===== src/rtl/rcd_pkg.sv =====
package rcd_pkg;
  typedef enum logic [1:0] {
    PK_IDLE,
    PK_HARD,
    PK_SOFT,
    PK_SKIP
  } pkt_kind_e;

  localparam int LOC_IDX      = 0;
  localparam int TYPE_IDX     = 1;
  localparam int MAC_IDX      = 2;
  localparam int SPI_MASK_BIT = 1;
  localparam int DAC_MASK_BIT = 0;
endpackage


===== src/rtl/rcd_cursor.sv =====
module rcd_cursor #(
  parameter int IDX_W = 4
) (
  input  logic             clk_i,
  input  logic             rst_ni,
  input  logic             valid_i,
  input  logic             last_i,
  output logic [IDX_W-1:0] idx_o
);
  localparam logic [IDX_W-1:0] IDX_MAX = '1;

  always_ff @(posedge clk_i or negedge rst_ni) begin
    if (!rst_ni) begin
      idx_o <= '0;
    end else if (valid_i) begin
      if (last_i)                idx_o <= '0;
      else if (idx_o != IDX_MAX) idx_o <= idx_o + 1'b1;  // saturate on long payloads
    end
  end
endmodule


===== src/rtl/rcd_fields.sv =====
module rcd_fields
  import rcd_pkg::*;
#(
  parameter int         MAC_BYTES = 6,
  parameter int         IDX_W     = 4,
  parameter logic [7:0] HARD_TYPE = 8'h52,
  parameter logic [7:0] SOFT_TYPE = 8'hD2
) (
  input  logic                   clk_i,
  input  logic                   rst_ni,
  input  logic                   valid_i,
  input  logic                   last_i,
  input  logic [7:0]             byte_i,
  input  logic [IDX_W-1:0]       idx_i,
  output logic                   hard_cmt_o,
  output logic                   soft_cmt_o,
  output logic                   spi_sel_o,
  output logic                   dac_sel_o,
  output logic [7:0]             location_o,
  output logic [MAC_BYTES*8-1:0] partner_mac_o,
  output logic [7:0]             debug_o
);
  localparam int DBG_IDX  = MAC_IDX + MAC_BYTES;
  localparam int MASK_IDX = DBG_IDX + 1;
  localparam logic [IDX_W-1:0] I_LOC  = IDX_W'(LOC_IDX);
  localparam logic [IDX_W-1:0] I_TYPE = IDX_W'(TYPE_IDX);
  localparam logic [IDX_W-1:0] I_DBG  = IDX_W'(DBG_IDX);
  localparam logic [IDX_W-1:0] I_MASK = IDX_W'(MASK_IDX);

  pkt_kind_e              kind_q;
  logic [7:0]             loc_sh;
  logic [7:0]             dbg_sh;
  logic [7:0]             mac_sh [MAC_BYTES];
  logic [MAC_BYTES*8-1:0] mac_flat;

  function automatic pkt_kind_e classify(input logic [7:0] t);
    if (t == HARD_TYPE)      return PK_HARD;
    else if (t == SOFT_TYPE) return PK_SOFT;
    else                     return PK_SKIP;
  endfunction

  always_ff @(posedge clk_i or negedge rst_ni) begin
    if (!rst_ni)                          kind_q <= PK_IDLE;
    else if (valid_i && last_i)           kind_q <= PK_IDLE;
    else if (valid_i && idx_i == I_TYPE)  kind_q <= classify(byte_i);
  end

  assign hard_cmt_o = valid_i && (idx_i == I_TYPE) && (byte_i == HARD_TYPE);
  assign soft_cmt_o = valid_i && (idx_i == I_MASK) && (kind_q == PK_SOFT);
  assign spi_sel_o  = byte_i[SPI_MASK_BIT];
  assign dac_sel_o  = byte_i[DAC_MASK_BIT];

  always_ff @(posedge clk_i or negedge rst_ni) begin
    if (!rst_ni) begin
      loc_sh <= '0;
      dbg_sh <= '0;
    end else if (valid_i) begin
      if (idx_i == I_LOC) loc_sh <= byte_i;
      if (idx_i == I_DBG) dbg_sh <= byte_i;
    end
  end

  // first MAC octet on the wire lands in the top octet
  for (genvar g = 0; g < MAC_BYTES; g++) begin : g_mac
    localparam logic [IDX_W-1:0] I_OCT = IDX_W'(MAC_IDX + g);
    always_ff @(posedge clk_i or negedge rst_ni) begin
      if (!rst_ni)                        mac_sh[g] <= '0;
      else if (valid_i && idx_i == I_OCT) mac_sh[g] <= byte_i;
    end
    assign mac_flat[(MAC_BYTES-1-g)*8 +: 8] = mac_sh[g];
  end

  // shadows become visible only when a command completes
  always_ff @(posedge clk_i or negedge rst_ni) begin
    if (!rst_ni) begin
      location_o    <= '0;
      partner_mac_o <= '0;
      debug_o       <= '0;
    end else if (soft_cmt_o) begin
      location_o    <= loc_sh;
      partner_mac_o <= mac_flat;
      debug_o       <= dbg_sh;
    end else if (hard_cmt_o) begin
      location_o    <= loc_sh;
    end
  end
endmodule


===== src/rtl/rcd_sequencer.sv =====
module rcd_sequencer (
  input  logic clk_i,
  input  logic rst_ni,
  input  logic hard_cmt_i,
  input  logic soft_cmt_i,
  input  logic spi_sel_i,
  input  logic dac_sel_i,
  input  logic status_ack_i,
  output logic ec_rst_o,
  output logic mac_reload_o,
  output logic spi_rst_o,
  output logic dac_rst_o,
  output logic status_req_o
);
  logic stage_q;

  always_ff @(posedge clk_i or negedge rst_ni) begin
    if (!rst_ni) begin
      ec_rst_o     <= 1'b0;
      mac_reload_o <= 1'b0;
      spi_rst_o    <= 1'b0;
      dac_rst_o    <= 1'b0;
      stage_q      <= 1'b0;
      status_req_o <= 1'b0;
    end else begin
      ec_rst_o     <= hard_cmt_i;
      mac_reload_o <= hard_cmt_i;
      spi_rst_o    <= soft_cmt_i & spi_sel_i;
      dac_rst_o    <= soft_cmt_i & dac_sel_i;
      stage_q      <= hard_cmt_i | soft_cmt_i;
      // a new completion wins over a coincident acknowledge
      if (stage_q)           status_req_o <= 1'b1;
      else if (status_ack_i) status_req_o <= 1'b0;
    end
  end
endmodule


===== src/rtl/rst_cmd_decoder.sv =====
module rst_cmd_decoder
  import rcd_pkg::*;
#(
  parameter int         MAC_BYTES = 6,
  parameter logic [7:0] HARD_TYPE = 8'h52,
  parameter logic [7:0] SOFT_TYPE = 8'hD2
) (
  input  logic                   clk_i,
  input  logic                   rst_ni,
  input  logic [7:0]             byte_i,
  input  logic                   valid_i,
  input  logic                   last_i,
  input  logic                   status_ack_i,
  output logic                   ec_rst_o,
  output logic                   mac_reload_o,
  output logic                   spi_rst_o,
  output logic                   dac_rst_o,
  output logic                   status_req_o,
  output logic [7:0]             location_o,
  output logic [MAC_BYTES*8-1:0] partner_mac_o,
  output logic [7:0]             debug_o
);
  localparam int LAST_CMD_IDX = MAC_IDX + MAC_BYTES + 1;
  localparam int IDX_W        = $clog2(LAST_CMD_IDX + 2);

  logic [IDX_W-1:0] idx;
  logic             hard_cmt, soft_cmt, spi_sel, dac_sel;

  rcd_cursor #(.IDX_W(IDX_W)) u_cursor (
    .clk_i   (clk_i),
    .rst_ni  (rst_ni),
    .valid_i (valid_i),
    .last_i  (last_i),
    .idx_o   (idx)
  );

  rcd_fields #(
    .MAC_BYTES (MAC_BYTES),
    .IDX_W     (IDX_W),
    .HARD_TYPE (HARD_TYPE),
    .SOFT_TYPE (SOFT_TYPE)
  ) u_fields (
    .clk_i         (clk_i),
    .rst_ni        (rst_ni),
    .valid_i       (valid_i),
    .last_i        (last_i),
    .byte_i        (byte_i),
    .idx_i         (idx),
    .hard_cmt_o    (hard_cmt),
    .soft_cmt_o    (soft_cmt),
    .spi_sel_o     (spi_sel),
    .dac_sel_o     (dac_sel),
    .location_o    (location_o),
    .partner_mac_o (partner_mac_o),
    .debug_o       (debug_o)
  );

  rcd_sequencer u_seq (
    .clk_i        (clk_i),
    .rst_ni       (rst_ni),
    .hard_cmt_i   (hard_cmt),
    .soft_cmt_i   (soft_cmt),
    .spi_sel_i    (spi_sel),
    .dac_sel_i    (dac_sel),
    .status_ack_i (status_ack_i),
    .ec_rst_o     (ec_rst_o),
    .mac_reload_o (mac_reload_o),
    .spi_rst_o    (spi_rst_o),
    .dac_rst_o    (dac_rst_o),
    .status_req_o (status_req_o)
  );
endmodule


===== config.mk =====
export PLATFORM = sky130hd
export DESIGN_NAME = rst_cmd_decoder
export DESIGN_NICKNAME = d
export VERILOG_FILES = /design/src/rtl/rcd_pkg.sv /design/src/rtl/rcd_cursor.sv /design/src/rtl/rcd_fields.sv /design/src/rtl/rcd_sequencer.sv /design/src/rtl/rst_cmd_decoder.sv
export SDC_FILE = /design/constraint.sdc
export NUM_CORES = 1
export LEC_CHECK = 0
export BUFFER_PORTS_ARGS = -buffer_cell sky130_fd_sc_hd__buf_2
export CAP_MARGIN = 10
export CORE_ASPECT_RATIO = 1.75
export CORE_MARGIN = 2
export CORE_UTILIZATION = 30
export DETAILED_ROUTE_END_ITERATION = 8
export PLACE_DENSITY = 0.58
export SLEW_MARGIN = 20
export SYNTH_ARGS = -nofsm -noshare
export SYNTH_HDL_FRONTEND = slang
export SYNTH_SLANG_ARGS = --single-unit

===== constraint.sdc =====
create_clock -name clk_i -period 2.2 [get_ports clk_i]
set_input_delay 0.33 -clock clk_i [delete_from_list [all_inputs] [get_ports clk_i]]
set_output_delay 0.33 -clock clk_i [all_outputs]
set_load 0.01 [all_outputs]

# Word level (Yosys, flattened, before mapping)
# Index checks and enable logic that the tools add are counted.
[totals]
reg_bits = 139
out_inout_bits = 69
word_cells = 64
[classes]
add_sub_neg = 1
n_eq_ne = 13
n_mux = 10
n_bitwise = 3
reduce_logical = 19
[op_table]
columns = ["op", "n"]
rows = [
  ["$eq A4 B3 Y1 const B", 4],
  ["$mux W8", 2],
  ["$logic_and A1 B1 Y1", 11],
  ["$eq A4 B2 Y1 const B", 2],
  ["$eq A4 B4 Y1 const B", 2],
  ["$eq A8 B7 Y1 const B", 1],
  ["$eq A8 B8 Y1 const B", 1],
  ["$mux W4", 2],
  ["$reduce_bool A2 Y1", 4],
  ["$mux W2", 3],
  ["$reduce_and A2 Y1", 3],
  ["$add A4 B1 Y4 const B", 1],
  ["$eq A4 B1 Y1 const B", 1],
  ["$logic_not A4 Y1", 1],
  ["$ne A4 B4 Y1 const B", 1],
  ["$mux W1", 3],
  ["$and A1 B1 Y1", 2],
  ["$eq A2 B2 Y1 const B", 1],
  ["$or A1 B1 Y1", 1],
]

# Longest topological paths before layout
# Gate-level depths: netlist of the first run.
[depth]
word_depth = 5
depth_mapped = 8
ltp_nobuf = 6

# Hierarchy
# A second synthesis of the first run with hierarchy kept.
[hier_totals]
hier_cells = 337
area_unflattened_um2 = 5420.2
[modules_own_cells]
columns = ["module", "instances", "cells_per_inst", "area_per_inst_um2", "seq_area_each_um2"]
rows = [
  ["rcd_fields", 1, 302, 5028.6, 3253.1],
  ["rcd_cursor", 1, 24, 226.5, 100.1],
  ["rcd_sequencer", 1, 11, 165.2, 125.1],
]

# Worst setup path after synthesis of the first run
# OpenSTA, ideal clock, no wires.
[synth_timing]
path_kind = "reg2reg"
startpoint = "reg u_cursor.idx_o[1]"
endpoint = "reg u_fields.partner_mac_o[10]"
setup_time_ps = 127
arrival_time_ps = 1744
required_time_ps = 2073
slack_ps = 328
path_stages_with_launch = 9
path_buffers = 3
synth_period_minus_slack_ps = 1872
cell_sequence = "dfrtp_1 inv_1 ha_1 nand2_1 nor4bb_1 buf_4 buf_6 buf_8 mux2_1"
[synth_via]
elab_chain_len = 3
[synth_lines]
columns = ["item", "line", "text"]
rows = [
  ["start, declared", "rcd_cursor.sv:8", "output logic [IDX_W-1:0] idx_o"],
  ["start signal, assigned", "rcd_cursor.sv:17", "else if (idx_o != IDX_MAX) idx_o <= idx_o + 1'b1;"],
  ["$eq A4 B4 Y1", "rcd_fields.sv:49", "assign soft_cmt_o = valid_i && (idx_i == I_MASK) && (kind_q == PK_SOFT);"],
  ["$logic_and A1 B1 Y1 (2 in a row)", "rcd_fields.sv:49", ""],
  ["end signal, assigned", "rcd_fields.sv:81", "partner_mac_o <= mac_flat;"],
  ["end, declared", "rcd_fields.sv:20", "output logic [MAC_BYTES*8-1:0] partner_mac_o,"],
]
# Every way passes these cells.
# A chain may end at the register's enable or synchronous reset.

# Worst setup path after layout of the first run
[layout_timing]
startpoint = "reg u_cursor.idx_o[1]"
endpoint = "reg u_fields.partner_mac_o[29]"
# The elaborated chain is that of the path after synthesis.

==> key figures, run 1 <==
Run status
  – Status: finished clean

Synthesis
  – Syn. warnings: 0
  – Count of state elements after synthesis: 139
  – Ys async rst share: 100%
  – Sequential area share after synthesis: 63.7%
  – Syn Nets: 359
  – Ranking of synthesized cells by area: dfrtp_1 64%, mux2_2 21%, mux2_1 5.4%
  – Synth unique cells: 37
  – Syn Inst Count: 342
  – Mapped cell area: 5460 sq um
  – Commonest register cell after synthesis: dfrtp_1
  – Number of flops mapped to enable cells by yosys: 0
  – Yosys top cell area share: 63.7%
  – Largest area contributor in the netlist: dfrtp_1
  – Avg Cell Area, Syn: 16.0 sq um

Run
  – Max cap viols: 0

Timing
  – RSZ-0062 raised after global routing: no
  – Fmax: 0.483 GHz
  – Max-slew headroom: 71.3%
  – Tcrit/Tclk final: 94.2%
  – Min Tclk post-route: 2.07 ns
  – Slew @ Worst Pin: 0.429 ns
  – Finish-stage setup viols: 0
  – Clk_skew: 0.00793 ns
  – Final Max Slew Viols: 0
  – Final hold vios: 0
  – Sum Neg Setup Slack: 0 ns

Clock network
  – Max Root-Sink Buffers: 2
  – CTS tree: done
  – Clk slew on worst S/H paths: 0.06 ns
  – Root buf cell: clkbuf_16
  – CTS buffer count: 17
  – Clk sinks: 139
  – H-tree level count: 4
  – Clock latency on the worst-skew pair: 0.42 ns

Global route
  – Global Route met3 Usage: 3.89%
  – Initial antenna violation count: 0
  – GRT overflow: 0
  – Vias in the first global route: 3299
  – Met2 Usage GRT: 24.0%
  – Largest net degree at the start of global routing: 68
  – All-Layer GR Usage: 13.2%
  – Met1 usage: 14.0%
  – GRT busiest layer: met2
  – First-pass GRT wire length: 19.0 mm

Drt
  – Final WL: 12.4 mm
  – Via/cell ratio: 4.49
  – Routed vias: 3082
  – DRT Pass-1 Iters: 4
  – Initial DRC count: 193
  – Final ANT Viol Nets: 0
  – WL/cell: 18.0 um
  – # DRC: 0

Final layout
  – Share of layout cells above drive strength 1: 53.4%
  – NumNets Final: 457
  – Diode count: 0
  – Finished Layout Cells: 687
  – Area delta synth->final: 24.8%

Critical path
  – CP arrival: 2.37 ns
  – Critical path endpoint category: register
  – Crit Path Class: reg -> reg
  – Critical Path RT: 2.50 ns
  – CP startpoint kind: register
  – Crit-path max FO: 15

Pwr
  – Pwr/cell area: 981 nW/um^2
  – Tot Pwr: 6.69 mW
  – Max rail drop VDD: 371 uV
  – Leakage: 3.56 nW

Placed design
  – Port bufs: 81
  – Routability cong.: 0.794
  – DP Wirelength: 8.12 mm
  – Cell count after placement: 650

Floorplanning
  – Die area: 19300 sq um
  – I/O pin count: 82
  – Core area: 18000 sq um
  – Die height: 182 um
  – Die width: 106 um
  – Initial cell density of the core: 30.4%
  – FP Rows: 65

Min path
  – Worst hold-check path type: in -> reg
==> stage by stage <==
step	area, sq um	worst slack [ns]	hold slack [ns]	util (%)
6_report	6820	0.128	0.165	37.9
5_1_grt	6820	0.0143	0.160	37.9
4_1_cts	6770	0.0288	0.153	37.6
3_5_place_dp	6170	0.0341	0.222	34.4
3_3_place_gp	6170	0.107	0.218	34.4
2_1_floorplan	5460	0.328	0.0344	-
==> layer usage <==
layer,vias to the layer above,share of wire [%]
met5,-,0
met4,0,1.9
met3,16,3.4
met2,56,57
met1,1604,37
li1,1406,-
==> placed cells by master (no fill, tap or decap), types with 2 or more instances in the layout <==
cell and n:
buf_4 12, clkbuf_1 3, clkbuf_8 2, clkinv_4 2, nand3_2 3, a21o_1 2
a21oi_1 4, inv_1 5, buf_6 2, mux2_2 103, clkinv_2 3, nor2_1 2
dfrtp_1 139, bufinv_16 2, nand3_1 3, buf_2 80, and2_1 2, clkinvlp_4 2
and4bb_2 2, nand2_1 7, clkbuf_16 18, buf_12 3, o22ai_1 2, ha_1 4
nor3_2 3, mux2_1 26
==> path summary, 6_finish.rpt <==
kind,startpoint,endpoint,slack (ns),depth (start not counted)
max in group asynchronous,rst_ni,u_fields.mac_flat[20]$_DFFE_PN0P_,1.19,3
min in group asynchronous,rst_ni,u_seq.status_req_o$_DFFE_PN0P_,0.36,2
setup reg to reg,u_cursor.idx_o[1]$_DFFE_PN0P_,u_fields.partner_mac_o[29]$_DFFE_PN0P_,0.13,7
hold / removal,last_i,u_cursor.idx_o[0]$_DFFE_PN0P_,0.16,2
hold reg to reg,u_seq.stage_q$_DFF_PN0_,u_seq.status_req_o$_DFFE_PN0P_,0.43,1
setup / recovery,u_cursor.idx_o[1]$_DFFE_PN0P_,u_fields.partner_mac_o[29]$_DFFE_PN0P_,0.13,7
==> cell usage after synthesis (2+ instances only) <==
| cell | instances |
|---|---|
| dfrtp_1 | 139 |
| mux2_2 | 103 |
| mux2_1 | 26 |
| buf_4 | 7 |
| clkbuf_1 | 7 |
| nand2_1 | 7 |
| inv_1 | 5 |
| a21oi_1 | 4 |
| ha_1 | 4 |
| nand3_1 | 3 |
| nand3_2 | 3 |
| nor3_2 | 3 |
| a21o_1 | 2 |
| and2_1 | 2 |
| and4bb_2 | 2 |
| clkbuf_2 | 2 |
| nor2_1 | 2 |
| o22ai_1 | 2 |
==> registers in the layout (all words and copies together), names as in the netlist <==
signal                  cells
u_fields.kind_q             2
u_seq.dac_rst_o             1
u_fields.mac_flat          48
u_fields.location_o         8
u_fields.loc_sh             8
u_seq.status_req_o          1
u_cursor.idx_o              4
u_seq.spi_rst_o             1
u_seq.ec_rst_o              1
u_fields.partner_mac_o     48
u_fields.debug_o            8
u_fields.dbg_sh             8
u_seq.stage_q               1
==> layout make-up <==
cell class / count / area [sq um]
Multi-Input combinational cell: 178 / 1840
Fill cell: 1688 / 11200
Sequential cell: 139 / 3480
Clock buffer: 22 / 464
Inverter: 5 / 18.8
Clock inverter: 10 / 116
Tap cell: 234 / 293
Timing Repair Buffer: 99 / 608
==> worst max-delay path: stages, from the launching register on <==
cell and delay (ns):
dfrtp_1 0.41, inv_1 0.13, ha_1 0.22, nand2_1 0.10, nor4bb_4 0.30, buf_4 0.20, buf_6 0.22, mux2_2 0.36
==> cell families (layout without fill, tap and decap cells) <==
kind of cell | after synthesis | count (layout) | synth area share (%)
flops | 139 | 139 | 63.7
simple gates | 33 | 33 | 4.42
mux | 129 | 129 | 26.6
fa+ha+maj | 4 | 4 | 0.917
buf+inv | 25 | 136 | 2.91
compound gates | 12 | 12 | 1.44
==> where the power goes <==
group	internal [mW]	total (mW)	leakage [nW]	switching, mW
Combinational	0.405	0.677	1.42	0.272
Sequential	3.01	3.25	1.86	0.235
Clock	1.73	2.77	0.280	1.04
==> what timing repair did <==
| action | in CTS | in global routing |
|---|---|---|
| buffers inserted | 0 | 2 |
| setup endpoints to repair | 0 | 29 |
| hold buffers | 1 | 0 |
| hold endpoints to repair | 27 | 0 |
| gates resized for setup | 0 | 4 |
Power figures use the tool's default switching activity.
==> run 2: changes to the inputs <==
--- a/config.mk
+++ b/config.mk
@@ -7,11 +7,13 @@
 export LEC_CHECK = 0
 export BUFFER_PORTS_ARGS = -buffer_cell sky130_fd_sc_hd__buf_2
 export CAP_MARGIN = 10
+export CELL_PAD_IN_SITES_DETAIL_PLACEMENT = 1
+export CELL_PAD_IN_SITES_GLOBAL_PLACEMENT = 1
 export CORE_ASPECT_RATIO = 1.75
 export CORE_MARGIN = 2
 export CORE_UTILIZATION = 30
 export DETAILED_ROUTE_END_ITERATION = 8
-export PLACE_DENSITY = 0.58
+export PLACE_DENSITY = 0.65
 export SLEW_MARGIN = 20
 export SYNTH_ARGS = -nofsm -noshare
 export SYNTH_HDL_FRONTEND = slang
==> run 2 against run 1 <==
Sequential power about the same. Critical path depth unchanged. Maximum frequency increased by 0.29%. Worst hold slack better by 0.019 ns. Clock skew is 0.0011 ns lower. Sequential cell count did not move. Via count up 2.4%. Utilization rose by 0.24 points. First-iteration DRC count fell by 33%. Final area grew 0.62%. Critical endpoint is now u_fields.partner_mac_o[45]$_DFFE_PN0P_. Largest cell class unchanged. Largest power group unchanged.
==> key figures, run 2 (same netlist as run 1, synthesis figures left out) <==
Run status
  – Status: finished clean (unchanged)

Pwr
  – Leakage: 3.58 nW (was 3.56 nW)
  – Sequential power share: 47.1% (was 48.5%)
  – Clock network fraction of total power: 43.1% (was 41.3%)
  – Max rail drop VDD: 468 uV (was 371 uV)
  – Sw frac: 22.9% (was 23.1%)
  – Pwr/cell area: 1010 nW/um^2 (was 981 nW/um^2)
  – Switching power: 1.58 mW (was 1.54 mW)
  – Tot Pwr: 6.92 mW (was 6.69 mW)
  – Logic pwr share: 9.8% (was 10.1%)
  – Internal power: 5.34 mW (was 5.14 mW)

Placed design
  – Cell count after placement: 652 (was 650)
  – Port bufs: 81 (unchanged)
  – Routability cong.: 0.708 (was 0.794)
  – DP Area: 6180 sq um (was 6170 sq um)
  – DP Wirelength: 8.62 mm (was 8.12 mm)
  – DP Worst Slack: 0.0418 ns (was 0.0341 ns)

Floorplanning
  – Die height: 182 um (unchanged)
  – Initial cell density of the core: 30.4% (unchanged)
  – Die width: 106 um (unchanged)
  – FP Rows: 65 (unchanged)
  – Core area: 18000 sq um (unchanged)
  – I/O pin count: 82 (unchanged)
  – Die area: 19300 sq um (unchanged)

Clock network
  – Clk sinks: 139 (unchanged)
  – H-tree level count: 4 (unchanged)
  – Clock latency on the worst-skew pair: 0.41 ns (was 0.42 ns)
  – Max Root-Sink Buffers: 2 (unchanged)
  – Root buf cell: clkbuf_16 (unchanged)
  – CTS buffer count: 17 (unchanged)
  – CTS tree: done (unchanged)
  – Clk slew on worst S/H paths: 0.06 ns (about the same)

Timing
  – Slew @ Worst Pin: 0.525 ns (was 0.429 ns)
  – Sum Neg Setup Slack: 0 ns (unchanged)
  – Clk_skew: 0.00685 ns (was 0.00793 ns)
  – Finish-stage setup viols: 0 (unchanged)
  – RSZ-0062 raised after global routing: yes (was no)
  – Fmax: 0.484 GHz (was 0.483 GHz)
  – Final Max Slew Viols: 0 (unchanged)
  – Max-slew headroom: 65.0% (was 71.3%)
  – Tcrit/Tclk final: 93.9% (was 94.2%)
  – Final hold vios: 0 (unchanged)
  – Final setup margin: 0.134 ns (was 0.128 ns)
  – Hold Worst Slack: 0.183 ns (was 0.165 ns)
  – Min Tclk post-route: 2.07 ns (about the same)

Final layout
  – Final core occ: 38.2% (was 37.9%)
  – Most frequent cells in the layout: 139 x dfrtp_1, 103 x mux2_2, 80 x buf_2 (unchanged)
  – Share of layout cells above drive strength 1: 53.7% (was 53.4%)
  – Diode count: 0 (unchanged)
  – NumNets Final: 460 (was 457)
  – Finished Layout Cells: 690 (was 687)
  – Area delta synth->final: 25.6% (was 24.8%)
  – Commonest non-fill, non-tap cell in the layout: dfrtp_1 (unchanged)
  – Design area: 6860 sq um (was 6820 sq um)

Drt
  – WL met2: 7.08 mm (was 7.10 mm)
  – Routed vias: 3156 (was 3082)
  – Met1 wire length: 4.64 mm (was 4.62 mm)
  – DRT Pass-1 Iters: 4 (unchanged)
  – Via/cell ratio: 4.57 (was 4.49)
  – # DRC: 0 (unchanged)
  – Top sig layer: met4 (unchanged)
  – Final ANT Viol Nets: 0 (unchanged)
  – WL/cell: 18.0 um (about the same)
  – Met3 wire length: 407 um (was 424 um)
  – Initial DRC count: 130 (was 193)
  – Final WL: 12.4 mm (about the same)

Global route
  – All-Layer GR Usage: 13.4% (was 13.2%)
  – First-pass GRT wire length: 19.3 mm (was 19.0 mm)
  – Largest net degree at the start of global routing: 57 (was 68)
  – Initial antenna violation count: 0 (unchanged)
  – GRT overflow: 0 (unchanged)
  – Vias in the first global route: 3348 (was 3299)

Critical path
  – Crit Path Class: reg -> reg (unchanged)
  – Critical Path RT: 2.49 ns (was 2.50 ns)
  – Crit-path max FO: 8 (was 15)
  – CP arrival: 2.36 ns (was 2.37 ns)
  – CP startpoint kind: register (unchanged)
  – Critical path endpoint category: register (unchanged)

Run
  – Max cap viols: 0 (unchanged)

Min path
  – Worst hold-check path type: in -> reg (unchanged)
==> run 2: cell type report <==
cell class | instances | area, sq um
clock buffer | 21 | 450
multi-input combinational | 178 | 1840
timing repair buffer | 102 | 613
sequential | 139 | 3480
tap | 234 | 293
clock inverter | 11 | 168
inverter | 5 | 18.8
fill | 1857 | 11100
==> run 2: worst max-delay path: stages, from the launching register on <==
cell	delay, ns
dfrtp_1	0.41
inv_1	0.14
ha_1	0.23
nand2_1	0.10
nor4bb_4	0.40
buf_6	0.21
buf_4	0.13
mux2_2	0.32
==> run 2: final timing paths <==
kind | startpoint | to | slack, ns | depth (start not counted)
min in group asynchronous | rst_ni | u_fields.partner_mac_o[31]$_DFFE_PN0P_ | 0.45 | 2
worst max-delay path | u_cursor.idx_o[1]$_DFFE_PN0P_ | u_fields.partner_mac_o[45]$_DFFE_PN0P_ | 0.13 | 7
worst max register to register | u_cursor.idx_o[1]$_DFFE_PN0P_ | u_fields.partner_mac_o[45]$_DFFE_PN0P_ | 0.13 | 7
worst min-delay path | status_ack_i | u_seq.status_req_o$_DFFE_PN0P_ | 0.18 | 3
worst min register to register | u_seq.stage_q$_DFF_PN0_ | u_seq.status_req_o$_DFFE_PN0P_ | 0.43 | 1
max in group asynchronous | rst_ni | u_fields.partner_mac_o[21]$_DFFE_PN0P_ | 1.04 | 3
==> run 2: routing by layer <==
layer	global-route usage, %	up-vias
li1	-	1406
met1	14.4	1670
met2	24.7	62
met3	2.93	18
met4	6.21	0
met5	0	-
==> run 2: what timing repair did <==
action | CTS | global route
setup endpoints to repair | 0 | 13
endpoints found under the hold margin | 53 | 0
resized for setup | 0 | 1
buffers inserted | 0 | 5
hold buffers | 1 | 0
==> run 2: power by group through the flow <==
stage	logic (mW)	registers, mW	clock network (mW)
after floorplan	0.497	3.19	0
after global placement	0.651	3.28	0
after detailed placement	0.689	3.31	0
after CTS	0.696	3.27	3.06
after global routing	0.744	3.32	3.17
final	0.678	3.26	2.99
==> run 3: changes to the inputs <==
--- a/config.mk
+++ b/config.mk
@@ -9,7 +9,6 @@
 export CAP_MARGIN = 10
 export CELL_PAD_IN_SITES_DETAIL_PLACEMENT = 1
 export CELL_PAD_IN_SITES_GLOBAL_PLACEMENT = 1
-export CORE_ASPECT_RATIO = 1.75
 export CORE_MARGIN = 2
 export CORE_UTILIZATION = 30
 export DETAILED_ROUTE_END_ITERATION = 8
@@ -17,4 +16,5 @@
 export SLEW_MARGIN = 20
 export SYNTH_ARGS = -nofsm -noshare
 export SYNTH_HDL_FRONTEND = slang
+export SYNTH_HIERARCHICAL = 1
 export SYNTH_SLANG_ARGS = --single-unit
==> run 3 against run 2 <==
Sequential share of layout area down 0.083 points. Die area is 0.93% lower. Final cell count decreased by 0.14%. First-iteration DRC count fell by 29%. Sequential cell count unchanged. Area after synthesis decreased by 0.73%. Largest cell class unchanged. Power decreased by 0.22%. Clock power increased by 1%. Maximum frequency is 2.4% lower. Utilization increased by 0.35 points.
==> key figures, run 3 <==
Run status
  – Status: finished clean (unchanged)

Final layout
  – Area delta synth->final: 26.8% (was 25.6%)
  – Share of layout cells above drive strength 1: 57.0% (was 53.7%)
  – Most frequent cells in the layout: 139 x dfrtp_1, 111 x mux2_2, 80 x buf_2 (was 139 x dfrtp_1, 103 x mux2_2, 80 x buf_2)
  – NumNets Final: 461 (was 460)
  – Commonest non-fill, non-tap cell in the layout: dfrtp_1 (unchanged)
  – Fill cell count: 1812 (was 1857)
  – Diode count: 0 (unchanged)
  – Finished Layout Cells: 689 (was 690)

Timing
  – Max-slew headroom: 68.9% (was 65.0%)
  – Slew @ Worst Pin: 0.466 ns (was 0.525 ns)
  – Sum Neg Setup Slack: 0 ns (unchanged)
  – Tcrit/Tclk final: 96.2% (was 93.9%)
  – Finish-stage setup viols: 0 (unchanged)
  – Clk_skew: 0.00655 ns (was 0.00685 ns)
  – Final Max Slew Viols: 0 (unchanged)
  – Fmax: 0.472 GHz (was 0.484 GHz)
  – Min Tclk post-route: 2.12 ns (was 2.07 ns)
  – RSZ-0062 raised after global routing: yes (unchanged)
  – Final hold vios: 0 (unchanged)

Pwr
  – Leakage: 3.53 nW (was 3.58 nW)
  – Max rail drop VDD: 505 uV (was 468 uV)
  – Pwr/cell area: 1010 nW/um^2 (about the same)

Global route
  – All-Layer GR Usage: 13.9% (was 13.4%)
  – GRT overflow: 0 (unchanged)
  – First-pass GRT wire length: 20.2 mm (was 19.3 mm)
  – Initial antenna violation count: 0 (unchanged)
  – Vias in the first global route: 3475 (was 3348)
  – Largest net degree at the start of global routing: 54 (was 57)

Clock network
  – Clk sinks: 139 (unchanged)
  – Clock latency on the worst-skew pair: 0.42 ns (was 0.41 ns)
  – Max Root-Sink Buffers: 2 (unchanged)
  – Clk slew on worst S/H paths: 0.05 ns (was 0.06 ns)
  – H-tree level count: 4 (unchanged)
  – CTS tree: done (unchanged)
  – Setup Buffers After CTS: 0 (unchanged)
  – Root buf cell: clkbuf_16 (unchanged)
  – CTS buffer count: 17 (unchanged)

Synthesis
  – Syn Inst Count: 337 (was 342)
  – Yosys top cell area share: 64.2% (was 63.7%)
  – Syn Nets: 351 (was 359)
  – Sequential area share after synthesis: 64.2% (was 63.7%)
  – Largest area contributor in the netlist: dfrtp_1 (unchanged)
  – Top post-synthesis cells by count: 139 x dfrtp_1, 111 x mux2_2, 9 x mux2_1 (was 139 x dfrtp_1, 103 x mux2_2, 26 x mux2_1)
  – Number of flops mapped to enable cells by yosys: 0 (unchanged)
  – Syn. warnings: 6 (was 0)
  – Mapped cell area: 5420 sq um (was 5460 sq um)
  – Count of state elements after synthesis: 139 (unchanged)
  – Ys async rst share: 100% (unchanged)
  – Commonest register cell after synthesis: dfrtp_1 (unchanged)
  – Ranking of synthesized cells by area: dfrtp_1 64%, mux2_2 23%, mux2_4 2.2% (was dfrtp_1 64%, mux2_2 21%, mux2_1 5.4%)
  – Count leader, synth: dfrtp_1 (unchanged)
  – Synth unique cells: 36 (was 37)
  – Avg Cell Area, Syn: 16.1 sq um (was 16.0 sq um)

Floorplanning
  – I/O pin count: 82 (unchanged)
  – Core area: 17800 sq um (was 18000 sq um)
  – Die width: 138 um (was 106 um)
  – Die area: 19200 sq um (was 19300 sq um)
  – Die height: 138 um (was 182 um)
  – FP Rows: 49 (was 65)
  – Initial cell density of the core: 30.4% (about the same)

Min path
  – Hold path endpoint: u_seq/status_req_o$_DFFE_PN0P_ (was u_seq.status_req_o$_DFFE_PN0P_)
  – Min-Delay Path Depth: 3 (unchanged)
  – Worst hold start: status_ack_i (unchanged)
  – Worst hold-check path type: in -> reg (unchanged)

Drt
  – Final ANT Viol Nets: 0 (unchanged)
  – Routed vias: 3180 (was 3156)
  – WL/cell: 18.2 um (was 18.0 um)
  – Met3 wire length: 518 um (was 407 um)
  – DRT Pass-1 Iters: 4 (unchanged)
  – Met1 wire length: 5.64 mm (was 4.64 mm)
  – Via/cell ratio: 4.62 (was 4.57)
  – # DRC: 0 (unchanged)
  – WL met2: 6.24 mm (was 7.08 mm)
  – Final WL: 12.6 mm (was 12.4 mm)
  – Initial DRC count: 92 (was 130)
  – Top sig layer: met4 (unchanged)

Critical path
  – CP arrival: 2.41 ns (was 2.36 ns)
  – Launch point of the worst reg-to-reg path: u_cursor/idx_o[1]$_DFFE_PN0P_ (was u_cursor.idx_o[1]$_DFFE_PN0P_)
  – Slowest Stage Delay on Critical Path: 0.54 ns (was 0.41 ns)
  – Reg-to-reg endpoint: u_fields/partner_mac_o[5]$_DFFE_PN0P_ (was u_fields.partner_mac_o[45]$_DFFE_PN0P_)
  – R2r setup slk: 0.08 ns (was 0.13 ns)
  – CP max-delay cell: or3b_1 (was dfrtp_1)
  – CP startpoint kind: register (unchanged)
  – Crit Path Class: reg -> reg (unchanged)
  – Crit-path max FO: 17 (was 8)
  – Worst R2R Path Depth: 4 (was 7)
  – Critical path endpoint category: register (unchanged)
  – Critical Path RT: 2.50 ns (was 2.49 ns)
  – Worst-path cell chain: or3b_1 > nor4_4 > buf_4 > mux2_2 (was inv_1 > ha_1 > nand2_1 > nor4bb_4 > buf_6 > buf_4 > mux2_2)

Run
  – Max cap viols: 0 (unchanged)

Placed design
  – Port bufs: 81 (unchanged)
  – Cell count after placement: 656 (was 652)
  – Routability cong.: 0.814 (was 0.708)
  – DP Wirelength: 8.72 mm (was 8.62 mm)
==> run 3: cell type report <==
cell class	instances	area, sq um	area share, %
tap	229	287	4.17
clock inverter	7	135	1.97
clock buffer	25	495	7.21
inverter	4	15.0	0.219
multi-input combinational	179	1820	26.4
sequential	139	3480	50.6
timing repair buffer	106	643	9.36
==> run 3: report_power, final <==
group	total [mW]	internal, mW	switching [mW]	leakage, nW
clock	3.03	2.01	1.02	0.311
sequential	3.21	2.99	0.221	1.85
combinational	0.667	0.391	0.277	1.36
total	6.91	5.39	1.52	3.53
==> run 3: worst max-delay path by stage <==
stage / start / end / cells after the start
2_1_floorplan: u_cursor/idx_o[2]$_DFFE_PN0P_ / u_fields/debug_o[2]$_DFFE_PN0P_ / 6
3_3_place_gp: valid_i / u_fields/debug_o[7]$_DFFE_PN0P_ / 5
3_5_place_dp: valid_i / u_fields/partner_mac_o[35]$_DFFE_PN0P_ / 5
4_1_cts: u_cursor/idx_o[1]$_DFFE_PN0P_ / u_fields/partner_mac_o[35]$_DFFE_PN0P_ / 4
5_1_grt: u_cursor/idx_o[1]$_DFFE_PN0P_ / u_fields/partner_mac_o[45]$_DFFE_PN0P_ / 4
6_report: u_cursor/idx_o[1]$_DFFE_PN0P_ / u_fields/partner_mac_o[5]$_DFFE_PN0P_ / 4
==> run 3: cell families after synthesis <==
logic type | Yosys count | synth area share [%]
AOI/OAI and AO/OA | 13 | 1.57
buffers and inverters | 19 | 2.31
adders and majority gates | 1 | 0.231
and+or+nand+nor | 37 | 4.57
DFF | 139 | 64.2
muxes | 128 | 27.1
==> run 3: critical path, delay by kind of cell, from the launching register on <==
kind                   cells  cell delay [ns]
and+or+nand+nor            2             0.93
DFF                        1             0.37
muxes                      1             0.37
buffers and inverters      1             0.33
==> run 3: timing repair <==
action / 4_1_cts / 5_1_grt
hold buffers: 1 / 0
resized for setup: 0 / 1
endpoints found under the setup margin: 0 / 51
endpoints found under the hold margin: 39 / 0
==> run 3: per-stage QoR <==
step	util [%]	hold slack [ns]	setup slack [ns]	cell area (sq um)	power (mW)
floorplan	-	0.0344	0.208	5420	3.64
global placement	34.9	0.264	0.105	6230	3.87
detailed placement	34.9	0.274	0.0430	6230	3.93
CTS	38.5	0.168	0.0414	6870	7.00
global route	38.5	0.180	-0.0606	6870	7.23
finish	38.5	0.189	0.0830	6870	6.91
==> run 3: metal layers <==
metal / vias to the layer above / global-route usage [%]
met5: - / 0
met4: 0 / 4.24
met3: 17 / 4.61
met2: 68 / 22.4
met1: 1686 / 17.8
li1: 1409 / -
